**config.mk**
```make
export PLATFORM = sky130hd
export DESIGN_NAME = xbar_port_cfg
export DESIGN_NICKNAME = d
export VERILOG_FILES = /design/src/rtl/xbar_cfg_pkg.sv /design/src/rtl/xbar_cfg_decode.sv /design/src/rtl/xbar_cfg_port.sv /design/src/rtl/xbar_port_cfg.sv
export SDC_FILE = /design/constraint.sdc
export NUM_CORES = 1
export LEC_CHECK = 0
export BUFFER_PORTS_ARGS = -buffer_cell sky130_fd_sc_hd__buf_2
export CAP_MARGIN = 30
export CORE_ASPECT_RATIO = 1.4
export CORE_UTILIZATION = 35
export CTS_CLUSTER_SIZE = 16
export DETAILED_ROUTE_END_ITERATION = 10
export PLACE_DENSITY = 0.62
export RECOVER_POWER = 50
export SLEW_MARGIN = 20
export SYNTH_ARGS = -nofsm -noshare
export SYNTH_HDL_FRONTEND = slang
export SYNTH_HIERARCHICAL = 1
export SYNTH_SLANG_ARGS = --single-unit
```
**constraint.sdc**
```tcl
create_clock -name clk_i -period 3.5 [get_ports clk_i]
set_clock_uncertainty 0.15 [all_clocks]
set_input_delay 0 -clock clk_i [delete_from_list [all_inputs] [get_ports clk_i]]
set_output_delay 0 -clock clk_i [all_outputs]
set_load 0.01 [all_outputs]
```
**src/rtl/xbar_cfg_pkg.sv**
```systemverilog
package xbar_cfg_pkg;
  localparam int unsigned DATA_W = 32;
  localparam logic [1:0] SIZE_WORD = 2'd2;
  localparam logic [7:0] OFS_PRIO = 8'h00;
  localparam logic [7:0] OFS_CTRL = 8'h10;

  typedef struct packed {
    logic       lock;
    logic       arb_rr;
    logic [1:0] park_mode;
    logic [2:0] park_sel;
  } ctrl_t;

  function automatic logic [DATA_W-1:0] ctrl_pack(ctrl_t c);
    return {c.lock, 22'd0, c.arb_rr, 2'd0, c.park_mode, 1'b0, c.park_sel};
  endfunction

  function automatic ctrl_t ctrl_unpack(logic [DATA_W-1:0] w);
    ctrl_t c;
    c.lock      = w[31];
    c.arb_rr    = w[8];
    c.park_mode = w[5:4];
    c.park_sel  = w[2:0];
    return c;
  endfunction
endpackage

```
**src/rtl/xbar_cfg_decode.sv**
```systemverilog
module xbar_cfg_decode
  import xbar_cfg_pkg::*;
#(
  parameter int unsigned ADDR_W  = 12,
  parameter int unsigned NUM_ACT = 4,
  localparam int unsigned ID_W   = ADDR_W - 8,
  parameter logic [NUM_ACT*ID_W-1:0] PORT_IDS = {4'd7, 4'd6, 4'd3, 4'd2}
) (
  input  logic               clk_i,
  input  logic               rst_ni,
  input  logic               valid_i,
  input  logic               write_i,
  input  logic [ADDR_W-1:0]  addr_i,
  input  logic [1:0]         size_i,
  input  logic               priv_i,
  input  logic [NUM_ACT-1:0] lock_i,
  output logic [NUM_ACT-1:0] hit_o,
  output logic               sel_ctrl_o,
  output logic               err_o,
  output logic [NUM_ACT-1:0] wr_prio_o,
  output logic [NUM_ACT-1:0] wr_ctrl_o
);
  logic ofs_ok, access_ok, locked_hit, wr_ok;

  assign sel_ctrl_o = (addr_i[7:0] == OFS_CTRL);
  assign ofs_ok     = (addr_i[7:0] == OFS_PRIO) || sel_ctrl_o;

  for (genvar i = 0; i < NUM_ACT; i++) begin : g_hit
    assign hit_o[i]     = ofs_ok && (addr_i[ADDR_W-1:8] == PORT_IDS[i*ID_W +: ID_W]);
    assign wr_prio_o[i] = wr_ok && hit_o[i] && !sel_ctrl_o;
    assign wr_ctrl_o[i] = wr_ok && hit_o[i] && sel_ctrl_o;
  end

  assign locked_hit = |(hit_o & lock_i);
  assign access_ok  = valid_i && priv_i && (size_i == SIZE_WORD) && (|hit_o);
  assign wr_ok      = access_ok && write_i && !locked_hit;
  assign err_o      = valid_i && !(access_ok && !(write_i && locked_hit));

  assert_user_err_R3: assert property (@(posedge clk_i) disable iff (!rst_ni)
    (valid_i && !priv_i) |-> (err_o && (wr_prio_o == '0) && (wr_ctrl_o == '0)));
  assert_size_err_R4: assert property (@(posedge clk_i) disable iff (!rst_ni)
    (valid_i && size_i != SIZE_WORD) |-> (err_o && (wr_prio_o == '0) && (wr_ctrl_o == '0)));
  assert_one_target_R2: assert property (@(posedge clk_i) disable iff (!rst_ni)
    $onehot0(hit_o) && $onehot0(wr_prio_o | wr_ctrl_o));
  assert_locked_wr_err_R8: assert property (@(posedge clk_i) disable iff (!rst_ni)
    (valid_i && write_i && |(hit_o & lock_i)) |-> err_o);
endmodule

```
**src/rtl/xbar_cfg_port.sv**
```systemverilog
module xbar_cfg_port
  import xbar_cfg_pkg::*;
#(
  parameter int unsigned NUM_MST  = 8,
  parameter logic [NUM_MST-1:0] MST_MASK = 8'hCF,
  parameter logic [DATA_W-1:0]  PRIO_RST = 32'h5400_3210
) (
  input  logic              clk_i,
  input  logic              rst_ni,
  input  logic              wr_prio_i,
  input  logic              wr_ctrl_i,
  input  logic [DATA_W-1:0] wdata_i,
  output logic [DATA_W-1:0] prio_o,
  output ctrl_t             ctrl_o
);
  localparam int unsigned FIELD_W = DATA_W / NUM_MST;

  logic [DATA_W-1:0] prio_mask;
  for (genvar k = 0; k < NUM_MST; k++) begin : g_mask
    assign prio_mask[k*FIELD_W +: FIELD_W] = {FIELD_W{MST_MASK[k]}};
  end

  logic [DATA_W-1:0] prio_q;
  ctrl_t ctrl_q, ctrl_wr;

  assign ctrl_wr = ctrl_unpack(wdata_i);

  always_ff @(posedge clk_i or negedge rst_ni) begin
    if (!rst_ni) begin
      prio_q <= PRIO_RST & prio_mask;
      ctrl_q <= '0;
    end else begin
      if (wr_prio_i) prio_q <= wdata_i & prio_mask;
      if (wr_ctrl_i) begin
        ctrl_q.park_sel  <= ctrl_wr.park_sel;
        ctrl_q.park_mode <= ctrl_wr.park_mode;
        ctrl_q.arb_rr    <= ctrl_wr.arb_rr;
        ctrl_q.lock      <= ctrl_q.lock | ctrl_wr.lock; // sticky until reset
      end
    end
  end

  assign prio_o = prio_q;
  assign ctrl_o = ctrl_q;

  assert_frozen_R8: assert property (@(posedge clk_i) disable iff (!rst_ni)
    ctrl_q.lock |=> ($stable(prio_q) && $stable(ctrl_q)));
  assert_lock_sticky_R10: assert property (@(posedge clk_i) disable iff (!rst_ni)
    ctrl_q.lock |=> ctrl_q.lock);
  assert_no_locked_wr_R8: assert property (@(posedge clk_i) disable iff (!rst_ni)
    ctrl_q.lock |-> !(wr_prio_i || wr_ctrl_i));
endmodule

```
**src/rtl/xbar_port_cfg.sv**
```systemverilog
module xbar_port_cfg
  import xbar_cfg_pkg::*;
#(
  parameter int unsigned ADDR_W  = 12,
  parameter int unsigned NUM_ACT = 4,
  parameter int unsigned NUM_MST = 8,
  localparam int unsigned ID_W   = ADDR_W - 8,
  parameter logic [NUM_ACT*ID_W-1:0] PORT_IDS = {4'd7, 4'd6, 4'd3, 4'd2},
  parameter logic [NUM_MST-1:0] MST_MASK = 8'hCF,
  parameter logic [31:0] PRIO_RST = 32'h5400_3210
) (
  input  logic                  clk_i,
  input  logic                  rst_ni,
  input  logic                  req_valid_i,
  input  logic                  req_write_i,
  input  logic [ADDR_W-1:0]     req_addr_i,
  input  logic [1:0]            req_size_i,
  input  logic                  req_priv_i,
  input  logic [31:0]           req_wdata_i,
  output logic                  req_ready_o,
  output logic [31:0]           rsp_rdata_o,
  output logic                  rsp_err_o,
  output logic [NUM_ACT*32-1:0] prio_o,
  output logic [NUM_ACT*3-1:0]  park_sel_o,
  output logic [NUM_ACT*2-1:0]  park_mode_o,
  output logic [NUM_ACT-1:0]    arb_rr_o,
  output logic [NUM_ACT-1:0]    lock_o
);
  logic [NUM_ACT-1:0] hit, wr_prio, wr_ctrl, lock;
  logic               sel_ctrl, err;
  logic [DATA_W-1:0]  prio_w [NUM_ACT];
  ctrl_t              ctrl_w [NUM_ACT];

  xbar_cfg_decode #(
    .ADDR_W(ADDR_W), .NUM_ACT(NUM_ACT), .PORT_IDS(PORT_IDS)
  ) u_decode (
    .clk_i, .rst_ni,
    .valid_i(req_valid_i), .write_i(req_write_i), .addr_i(req_addr_i),
    .size_i(req_size_i), .priv_i(req_priv_i), .lock_i(lock),
    .hit_o(hit), .sel_ctrl_o(sel_ctrl), .err_o(err),
    .wr_prio_o(wr_prio), .wr_ctrl_o(wr_ctrl)
  );

  for (genvar i = 0; i < NUM_ACT; i++) begin : g_port
    xbar_cfg_port #(
      .NUM_MST(NUM_MST), .MST_MASK(MST_MASK), .PRIO_RST(PRIO_RST)
    ) u_port (
      .clk_i, .rst_ni,
      .wr_prio_i(wr_prio[i]), .wr_ctrl_i(wr_ctrl[i]), .wdata_i(req_wdata_i),
      .prio_o(prio_w[i]), .ctrl_o(ctrl_w[i])
    );
    assign lock[i]               = ctrl_w[i].lock;
    assign prio_o[i*32 +: 32]    = prio_w[i];
    assign park_sel_o[i*3 +: 3]  = ctrl_w[i].park_sel;
    assign park_mode_o[i*2 +: 2] = ctrl_w[i].park_mode;
    assign arb_rr_o[i]           = ctrl_w[i].arb_rr;
  end

  assign lock_o = lock;

  always_comb begin
    rsp_rdata_o = '0;
    if (!err) begin
      for (int i = 0; i < NUM_ACT; i++) begin
        if (hit[i]) rsp_rdata_o = sel_ctrl ? ctrl_pack(ctrl_w[i]) : prio_w[i];
      end
    end
  end

  assign rsp_err_o   = err;
  assign req_ready_o = 1'b1;

  assert_err_no_data_R5: assert property (@(posedge clk_i) disable iff (!rst_ni)
    rsp_err_o |-> (rsp_rdata_o == '0));
  assert_ready_R11: assert property (@(posedge clk_i) disable iff (!rst_ni) req_ready_o);
endmodule

```
# Word level (Yosys, flattened, before mapping)
# Index checks and enable logic that the tools add are counted.
# totals
regBits	124
in_bits	51
word_cells	72
# classes
n_eq_ne	6
n_mux	9
bitwise	5
reduce_logical	32
# op_table
op	n
$mux W32	9
$logic_and A1 B1 Y1	24
$eq A4 B2 Y1 const B	2
$eq A4 B3 Y1 const B	2
$eq A8 B5 Y1 const B	1
$logic_not A8 Y1	1
$reduce_or A4 Y1	2
$and A4 B4 Y4	1
$logic_not A1 Y1	4
$or A1 B1 Y1	4
$eq A2 B2 Y1 const B	1
$logic_or A1 B1 Y1	1

# Logic depth before layout (Yosys ltp)
# Gate-level depths: netlist (run 1).
# logic_depth
depth_word	11
mapped_depth	9
mapped_depth_nobuf	6

# Modules after synthesis
# Netlist (run 1), hierarchy kept.
# modules_own_cells
mod	instances	cells_each	area_each_um2	seq_area_each_um2
xbar_cfg_port	4	75	1325.0	784.5
xbar_port_cfg	1	241	1559.0	0.0
xbar_cfg_decode	1	41	271.5	0.0

# Worst setup path before layout (run 1)
# OpenSTA, ideal clock, no wires.
# synth_path
path_kind	reg-to-output
start	register g_port[3].u_port/ctrl_o[6] (netlist name)
end	output port rsp_rdata_o[11]
arrival_time_ps	1761
required_time_ps	3350
slack_ps	1589
stages_incl_launch_ff	8
path_buffers	2
path_cell_list	dfrtp_1 mux2i_1 o22ai_1 o21a_1 or2_2 clkbuf_1 buf_2 a21oi_1
# synth_between
elab_chain_len	8
# synth_lines
item	line_no	rtl
$and A4 B4 Y4	xbar_cfg_decode.sv:34	assign locked_hit = |(hit_o & lock_i);
$reduce_or A4 Y1	xbar_cfg_decode.sv:34	
$logic_and A1 B1 Y1	xbar_cfg_decode.sv:37	assign err_o = valid_i && !(access_ok && !(write_i && locked_hit));
$logic_not A1 Y1	xbar_cfg_decode.sv:37	
$logic_and A1 B1 Y1	xbar_cfg_decode.sv:37	
$logic_not A1 Y1	xbar_cfg_decode.sv:37	
$logic_and A1 B1 Y1	xbar_cfg_decode.sv:37	
via rsp_err_o	xbar_port_cfg.sv:22	output logic rsp_err_o,
$mux W32	xbar_port_cfg.sv:63	if (!err) begin
end: declaration	xbar_port_cfg.sv:21	output logic [31:0] rsp_rdata_o,
# The timed path passes the listed nets, and every way through them passes these cells.

# Final worst setup path (run 1)
# layout_path
start	register g_port[3].u_port/ctrl_o[6] (netlist name)
end	output port rsp_rdata_o[14]
# layout_between
elab_chain_len	8
# layout_lines
item	line_no
$and A4 B4 Y4	xbar_cfg_decode.sv:34
$reduce_or A4 Y1	xbar_cfg_decode.sv:34
$logic_and A1 B1 Y1	xbar_cfg_decode.sv:37
$logic_not A1 Y1	xbar_cfg_decode.sv:37
$logic_and A1 B1 Y1	xbar_cfg_decode.sv:37
$logic_not A1 Y1	xbar_cfg_decode.sv:37
$logic_and A1 B1 Y1	xbar_cfg_decode.sv:37
$mux W32	xbar_port_cfg.sv:63
# Every way passes these cells.

==> results of run 1 <==
[stage by stage]
step / instance area, um2 / setup slack [ns]
2_1_floorplan: 7236 / 1.589
3_3_place_gp: 8085 / 1.064
3_5_place_dp: 8085 / 1.049
4_1_cts: 8905 / 0.6875
5_1_grt: 8797 / 0.6735
6_report: 8797 / 0.6993
[how the worst max path moves through the flow]
| stage | startpoint | to | slack, ns |
|---|---|---|---|
| after floorplan | g_port[3].u_port/ctrl_o[6] | rsp_rdata_o[11] | 1.59 |
| final | g_port[3].u_port/ctrl_o[6] | rsp_rdata_o[14] | 0.70 |
| after global routing | g_port[3].u_port/ctrl_o[6] | rsp_rdata_o[15] | 0.67 |
| after global placement | g_port[3].u_port/ctrl_o[6] | g_port[3].u_port/ctrl_o[1] | 1.06 |
| after CTS | g_port[3].u_port/ctrl_o[6] | rsp_rdata_o[14] | 0.69 |
| after detailed placement | g_port[3].u_port/ctrl_o[6] | g_port[3].u_port/ctrl_o[2] | 1.05 |
[placed cells by master (no fill, tap or decap), types with 16 or more instances in the layout]
cell type	count
conb_1	33
buf_2	120
dlygate4sd3_1	25
inv_1	27
nand3b_1	26
nand2_1	30
mux2i_1	16
a221o_1	32
dfstp_2	28
clkbuf_16	17
mux2_2	54
clkbuf_1	80
a21oi_1	71
dfrtp_1	96
mux2_4	80
[critical path: stages, from the launching register on]
cell	delay (ns)
dfrtp_1	0.42
mux2i_1	0.30
o22ai_1	0.12
o21a_1	0.35
or2_2	0.61
a21oi_1	0.27
buf_2	0.17
[power groups by stage]
stage / combinational [uW] / clock, uW / sequential (uW)
2_1_floorplan: 74.5 / 0 / 1460
3_3_place_gp: 131 / 0 / 1460
3_5_place_dp: 133 / 0 / 1460
4_1_cts: 156 / 1750 / 1440
5_1_grt: 171 / 1820 / 1440
6_report: 153 / 1710 / 1440
[cell usage after synthesis, types with 8 or more instances]
master | n | area share (%)
nand2_1 | 30 | 1.6
a221o_1 | 32 | 4.5
buf_2 | 16 | 1.1
a21oi_1 | 71 | 5.0
buf_12 | 9 | 2.5
dfstp_2 | 28 | 10
mux2_2 | 54 | 8.5
dfrtp_1 | 96 | 34
buf_4 | 37 | 3.9
mux2_4 | 80 | 17
nor3_1 | 8 | 0.56
clkbuf_1 | 9 | 0.47
inv_1 | 27 | 1.4
nand3b_1 | 26 | 2.7
mux2i_1 | 16 | 2.2
[timing repair]
action | 4_1_cts | 5_1_grt
hold buffers | 25 | 0
setup buffers | 0 | 0
endpoints found under the hold margin | 248 | 0
[metal layers]
metal,wire (um),global-route usage (%),up-vias
met2,10060,32.27,181
met1,8039,21.86,2690
met4,473,7.582,0
met3,1038,4.633,30
li1,-,-,2431
met5,0,0,-
[cells by family after synthesis]
family                 count (synthesis)
other                                  5
AOI/OAI and AO/OA                    110
DFF                                  124
buffers and inverters                108
muxes                                150
and+or+nand+nor                       85
[final cells by class]
cell class | count | area (um2)
fillers | 1922 | 11120
multi-input cells | 378 | 3379
flip-flops and latches | 124 | 3138
repair buffers | 241 | 1291
clock buffers | 20 | 446.7
well taps | 252 | 315.3
clock inverters | 12 | 122.6
inverters | 27 | 101.3
diodes | 1 | 2.502
[registers in the layout, summed over array words and instances (netlist names)]
name and count:
g_port.u_port/ctrl_o 28, g_port.u_port/prio_o 96
==> results.py, run 1 <==
metrics = {
    "yosys": {
        "synth_flop_cell": "dfrtp_1",
        "synth_top_family_by_area": "multiplexers",
        "syn_avg_cell_area_um2": 12.25,
        "ys_seq_area_share_pct": 44.01,
        "synthXorXnorAreaFrac_pct": 0,
        "ys_ff_latch": 124,
        "yosys_warnings": 6,
        "synth_cells": 582,
        "synth_compound_area_share_pct": 10.19,
        "synth_adder_area_share_pct": 0,
        "ys_types": 35,
        "synthSimpleGateAreaFrac_pct": 7.212,
        "muxShareOfSynthArea_pct": 27.62,
        "synth_edf_count": 0,
        "syn_area_um2": 7131,
        "synthArstFlopShare_pct": 100.0,
    },
    "timing": {
        "rsz0062_at_grt": "no",
        "worst_pin_slew_ns": 1.775,
        "relSlewSlack_pct": -18.32,
        "hold_viol": 0,
        "hold_ws_ns": 0.06857,
        "setup_viol": 0,
        "min_period_ns": 2.801,
        "drv_slew": 125,
        "finalCritPeriodShare_pct": 80.02,
        "max_freq_mhz": 357.0,
        "tns_ns": 0,
    },
    "clock_network": {
        "cts_resized": 0,
        "cts_sinks": 124,
        "cts_buffers": 17,
        "clk_latency_ns": 0.41,
        "clock_path_buffers": 2,
        "cts_max_level": 4,
        "cts_root_buffer": "clkbuf_16",
        "cts.reportedPaths.clkPinSlew_ns": 0.06,
        "cts_tree": "yes",
    },
    "routing": {
        "totalWireLength_um": 19610,
        "viasPerCell": 5.054,
        "vias": 5332,
        "drt_iter0_drc": 183,
        "ant_nets": 0,
        "drc": 0,
        "post_drt_wl_per_cell_um": 18.59,
        "first_pass_iters": 4,
    },
    "power": {
        "power_frac_seq_pct": 43.5,
        "p_per_area_nw_per_um2": 375.4,
        "internal_power_uw": 2547,
        "switching_share_pct": 22.87,
        "p_sw_uw": 755.4,
        "ir_drop_v": 0.0002441,
        "p_comb_share_pct": 4.6,
        "power_frac_clock_pct": 51.9,
        "leakagePower_uw": 0.004032,
        "finalPower_uw": 3302,
    },
    "die": {
        "fp.dieH_um": 170.9,
        "row_count": 61,
        "start_util_pct": 35.80,
        "die-area_um2": 20960,
        "coreArea_um2": 19920,
        "ios": 241,
        "fp.dieW_um": 122.6,
    },
    "worst_setup_path": {
        "r2r_start": "g_port[3].u_port/ctrl_o[6]",
        "reg2reg_to": "g_port[3].u_port/ctrl_o[2]",
        "cp_max_fo": 25,
        "rr_worst_depth": 5,
        "arrival_ns": 2.65,
        "worstSetupPathType": "reg -> out",
        "endpoint_kind": "primary output",
        "startpoint_type": "flop",
        "required_ns": 3.35,
        "rrSetupSlack_ns": 1.03,
    },
    "cells_and_area": {
        "syn2layout_area_growth_pct": 23.37,
        "nNetsFinal": 840,
        "layoutNonFillerInstCount": 1055,
        "final_util_pct": 44.16,
        "drive_gt1_share_pct": 43.02,
    },
    "placement": {
        "port_buffers": 199,
        "gp_congestion": 0.7592,
        "dp_hpwl_um": 12960,
        "place_inst": 997,
    },
    "status": {
        "status": "finished, violations left",
        "violations": "max-capacitance violations, max-slew violations",
    },
    "job": {
        "maxCapViolCount": 1,
    },
    "global_routing": {
        "grtUsageTotal_pct": 18.69,
        "grt_pass1_vias": 5227,
        "grt_max_degree": 125,
        "grt_pass1_wl_um": 29250,
        "antenna_found_initial": 1,
        "grt_remaining_overflow": 0,
    },
    "worst_hold_path": {
        "worstHoldPathCells": 4,
        "hold_path.startpoint": "req_addr_i[4]",
        "whs_endpoint": "g_port[3].u_port/ctrl_o[3]",
        "min_path_type": "in -> reg",
    },
}
No activity file was read; power rests on OpenSTA's default activity.
==> inputs of run 2 (changes only) <==
Settings changed: ABC_AREA set to 1.
Clock period 3.5 ns to 2.9 ns, I/O delays scaled along.
==> results.py, run 2 <==
metrics = {
    "status": {
        "status": "finished, final reports clean",
    },
    "power": {
        "finalPower_uw": 4039,
        "p_per_area_nw_per_um2": 467.5,
        "ir_drop_v": 0.0002970,
        "leakagePower_uw": 0.004568,
    },
    "placement": {
        "dp_hpwl_um": 15170,
        "place_ws_ns": 0.6035,
        "place_inst": 1350,
        "port_buffers": 199,
        "placed_cell_area_um2": 7875,
        "gp_congestion": 0.8149,
    },
    "routing": {
        "vias": 6625,
        "drc": 0,
        "viasPerCell": 4.692,
        "drt_iter0_drc": 333,
        "totalWireLength_um": 22250,
        "first_pass_iters": 5,
        "ant_nets": 0,
        "post_drt_wl_per_cell_um": 15.76,
    },
    "global_routing": {
        "gr-usage-met2_pct": 40.49,
        "met1_usage_pct": 25.19,
        "antenna_found_initial": 0,
        "grt_pass1_wl_um": 34300,
        "grt_max_degree": 58,
        "grtUsageTotal_pct": 22.08,
        "grt_use_met3_pct": 3.942,
        "top_usage_layer": "met2",
        "grt_pass1_vias": 6316,
        "grt_remaining_overflow": 0,
    },
    "cells_and_area": {
        "layout_common_cells": "nand2_1, buf_2, clkbuf_1, dfrtp_1, nand3_1",
        "finalInstanceArea_um2": 8640,
        "layoutNonFillerInstCount": 1412,
        "syn2layout_area_growth_pct": 23.81,
        "multi_input_area_um2": 3055,
        "n_antenna_cell": 0,
        "layout_commonest_cell": "nand2_1",
        "largest_reg_flops": 96,
        "nNetsFinal": 1202,
        "seqCellArea_um2": 3138,
        "drive_gt1_share_pct": 20.02,
        "nFillCells": 2023,
    },
    "worst_setup_path": {
        "cp.depth": 8,
        "rr_worst_depth": 8,
        "cp_max_fo": 12,
        "slowest_delay_ns": 0.75,
        "startpoint_type": "flop",
        "cp_common_cell": "nand2_1",
        "crit_path_cell_trace": "nand3_1 > nand2_1 > nor2_1 > nand4_1 > nor2_4 > dlygate4sd3_1 > nand2_1 > nand2_1",
        "critPathBufInv": 1,
        "endpoint_kind": "flop",
        "required_ns": 3.11,
        "arrival_ns": 2.83,
        "cpLargestDelayFamily": "simple AND/OR/NAND/NOR gates",
        "critPathSlowestCell": "dlygate4sd3_1",
        "worstSetupPathType": "reg -> reg",
    },
    "yosys": {
        "synth_common_cells": "nand2_1, dfrtp_1, nand3_1",
        "ys_seq_area_share_pct": 44.97,
        "synth_cells": 941,
        "ys_ff_latch": 124,
        "yosys_warnings": 6,
        "ys_types": 26,
        "synth_edf_count": 0,
        "synth_area_leaders": "dfrtp_1, nand2_1, dfstp_2, nand3_1, buf_4",
        "syn_area_um2": 6978,
        "syn_avg_cell_area_um2": 7.415,
        "synth_most_common_cell": "nand2_1",
        "synth.top_cell.area_share_pct": 34.43,
        "synth_flop_cell": "dfrtp_1",
        "synthArstFlopShare_pct": 100.0,
        "yosysTopAreaCell": "dfrtp_1",
    },
    "timing": {
        "max_freq_mhz": 382.4,
        "worst_pin_slew_ns": 1.398,
        "hold_viol": 0,
        "tns_ns": 0,
        "drv_slew": 0,
        "setup_viol": 0,
        "rsz0062_at_grt": "no",
        "fin_ws_ns": 0.2848,
        "finalCritPeriodShare_pct": 90.18,
        "relSlewSlack_pct": 6.815,
        "min_period_ns": 2.615,
    },
    "clock_network": {
        "postCtsSetupBuffers": 0,
        "cts_root_buffer": "clkbuf_16",
        "cts_max_level": 4,
        "cts_sinks": 124,
        "clock_path_buffers": 2,
        "cts_buffers": 17,
        "clk_latency_ns": 0.42,
        "cts_tree": "yes",
        "cts.reportedPaths.clkPinSlew_ns": 0.06,
    },
    "die": {
        "die-area_um2": 20510,
        "start_util_pct": 36.03,
        "fp.dieH_um": 169.1,
        "row_count": 60,
        "ios": 241,
        "coreArea_um2": 19370,
        "fp.dieW_um": 121.3,
    },
    "job": {
        "maxCapViolCount": 0,
    },
    "worst_hold_path": {
        "min_path_type": "in -> reg",
        "worstHoldPathCells": 8,
    },
}
-- run 2: cell count changes after synthesis, sizes merged, moves of 25 or more --
cell / change
nand2: +466
nand3b: -26
nand3: +56
o21ai: +53
a221o: -32
a21oi: -33
mux2: -134
inv: +25
-- run 2: report_power, final --
group / internal (uW) / switching [uW] / leakage (uW)
Combinational: 56.8 / 131 / 0.00268
Clock: 1330 / 788 / 0.000279
Sequential: 1730 / 0.00161 / 0.00161
Total: 3120 / 920 / 0.00457
-- run 2: final timing paths --
check | startpoint | end | slack [ns]
max in group asynchronous | rst_ni | g_port[0].u_port/prio_o[10] | 0.44
hold reg to reg | g_port[3].u_port/prio_o[12] | g_port[3].u_port/prio_o[12] | 0.32
setup / recovery | g_port[2].u_port/ctrl_o[6] | g_port[2].u_port/prio_o[9] | 0.28
min in group asynchronous | rst_ni | g_port[0].u_port/prio_o[25] | 0.29
hold / removal | req_size_i[0] | g_port[1].u_port/prio_o[4] | 0.11
setup reg to reg | g_port[2].u_port/ctrl_o[6] | g_port[2].u_port/prio_o[9] | 0.28
-- run 2: layout make-up --
class	instances	share of cell area [%]
clock buffer	22	5.489
clock inverter	10	1.318
inverter	52	2.607
multi-input combinational	709	35.37
sequential	124	36.32
tap	248	3.592
timing repair buffer	247	15.31
-- run 2: kinds of logic after synthesis --
group | Yosys count | synth area share [%]
simple gates | 584 | 34.55
compound gates | 92 | 6.904
flops | 124 | 44.97
other cells | 5 | 0.2690
buf+inv | 136 | 13.30
-- run 2: stage by stage --
stage / util [%] / hold slack (ns)
5_1_grt: 44.61 / 0.1535
4_1_cts: 45.14 / 0.05722
6_report: 44.61 / 0.1068
3_3_place_gp: 40.66 / -0.04855
3_5_place_dp: 40.66 / -0.04003
2_1_floorplan: - / -0.4456
-- run 2: metal layers --
layer	up-vias	share of wire (%)
met5	-	0
met4	0	1.9
met3	26	4.4
met2	210	53
met1	3109	41
li1	3280	-
-- run 2: repair_timing --
action | 4_1_cts | 5_1_grt
hold endpoints to repair | 175 | 0
gates resized for setup | 0 | 0
hold buffers | 28 | 0
-- run 2: worst register-to-register path, delay by kind of cell, from the launching register on --
family / cells / cell delay [ns]
AND/OR/NAND/NOR: 7 / 1.21
buffers and inverters: 1 / 0.75
flip-flops: 1 / 0.44
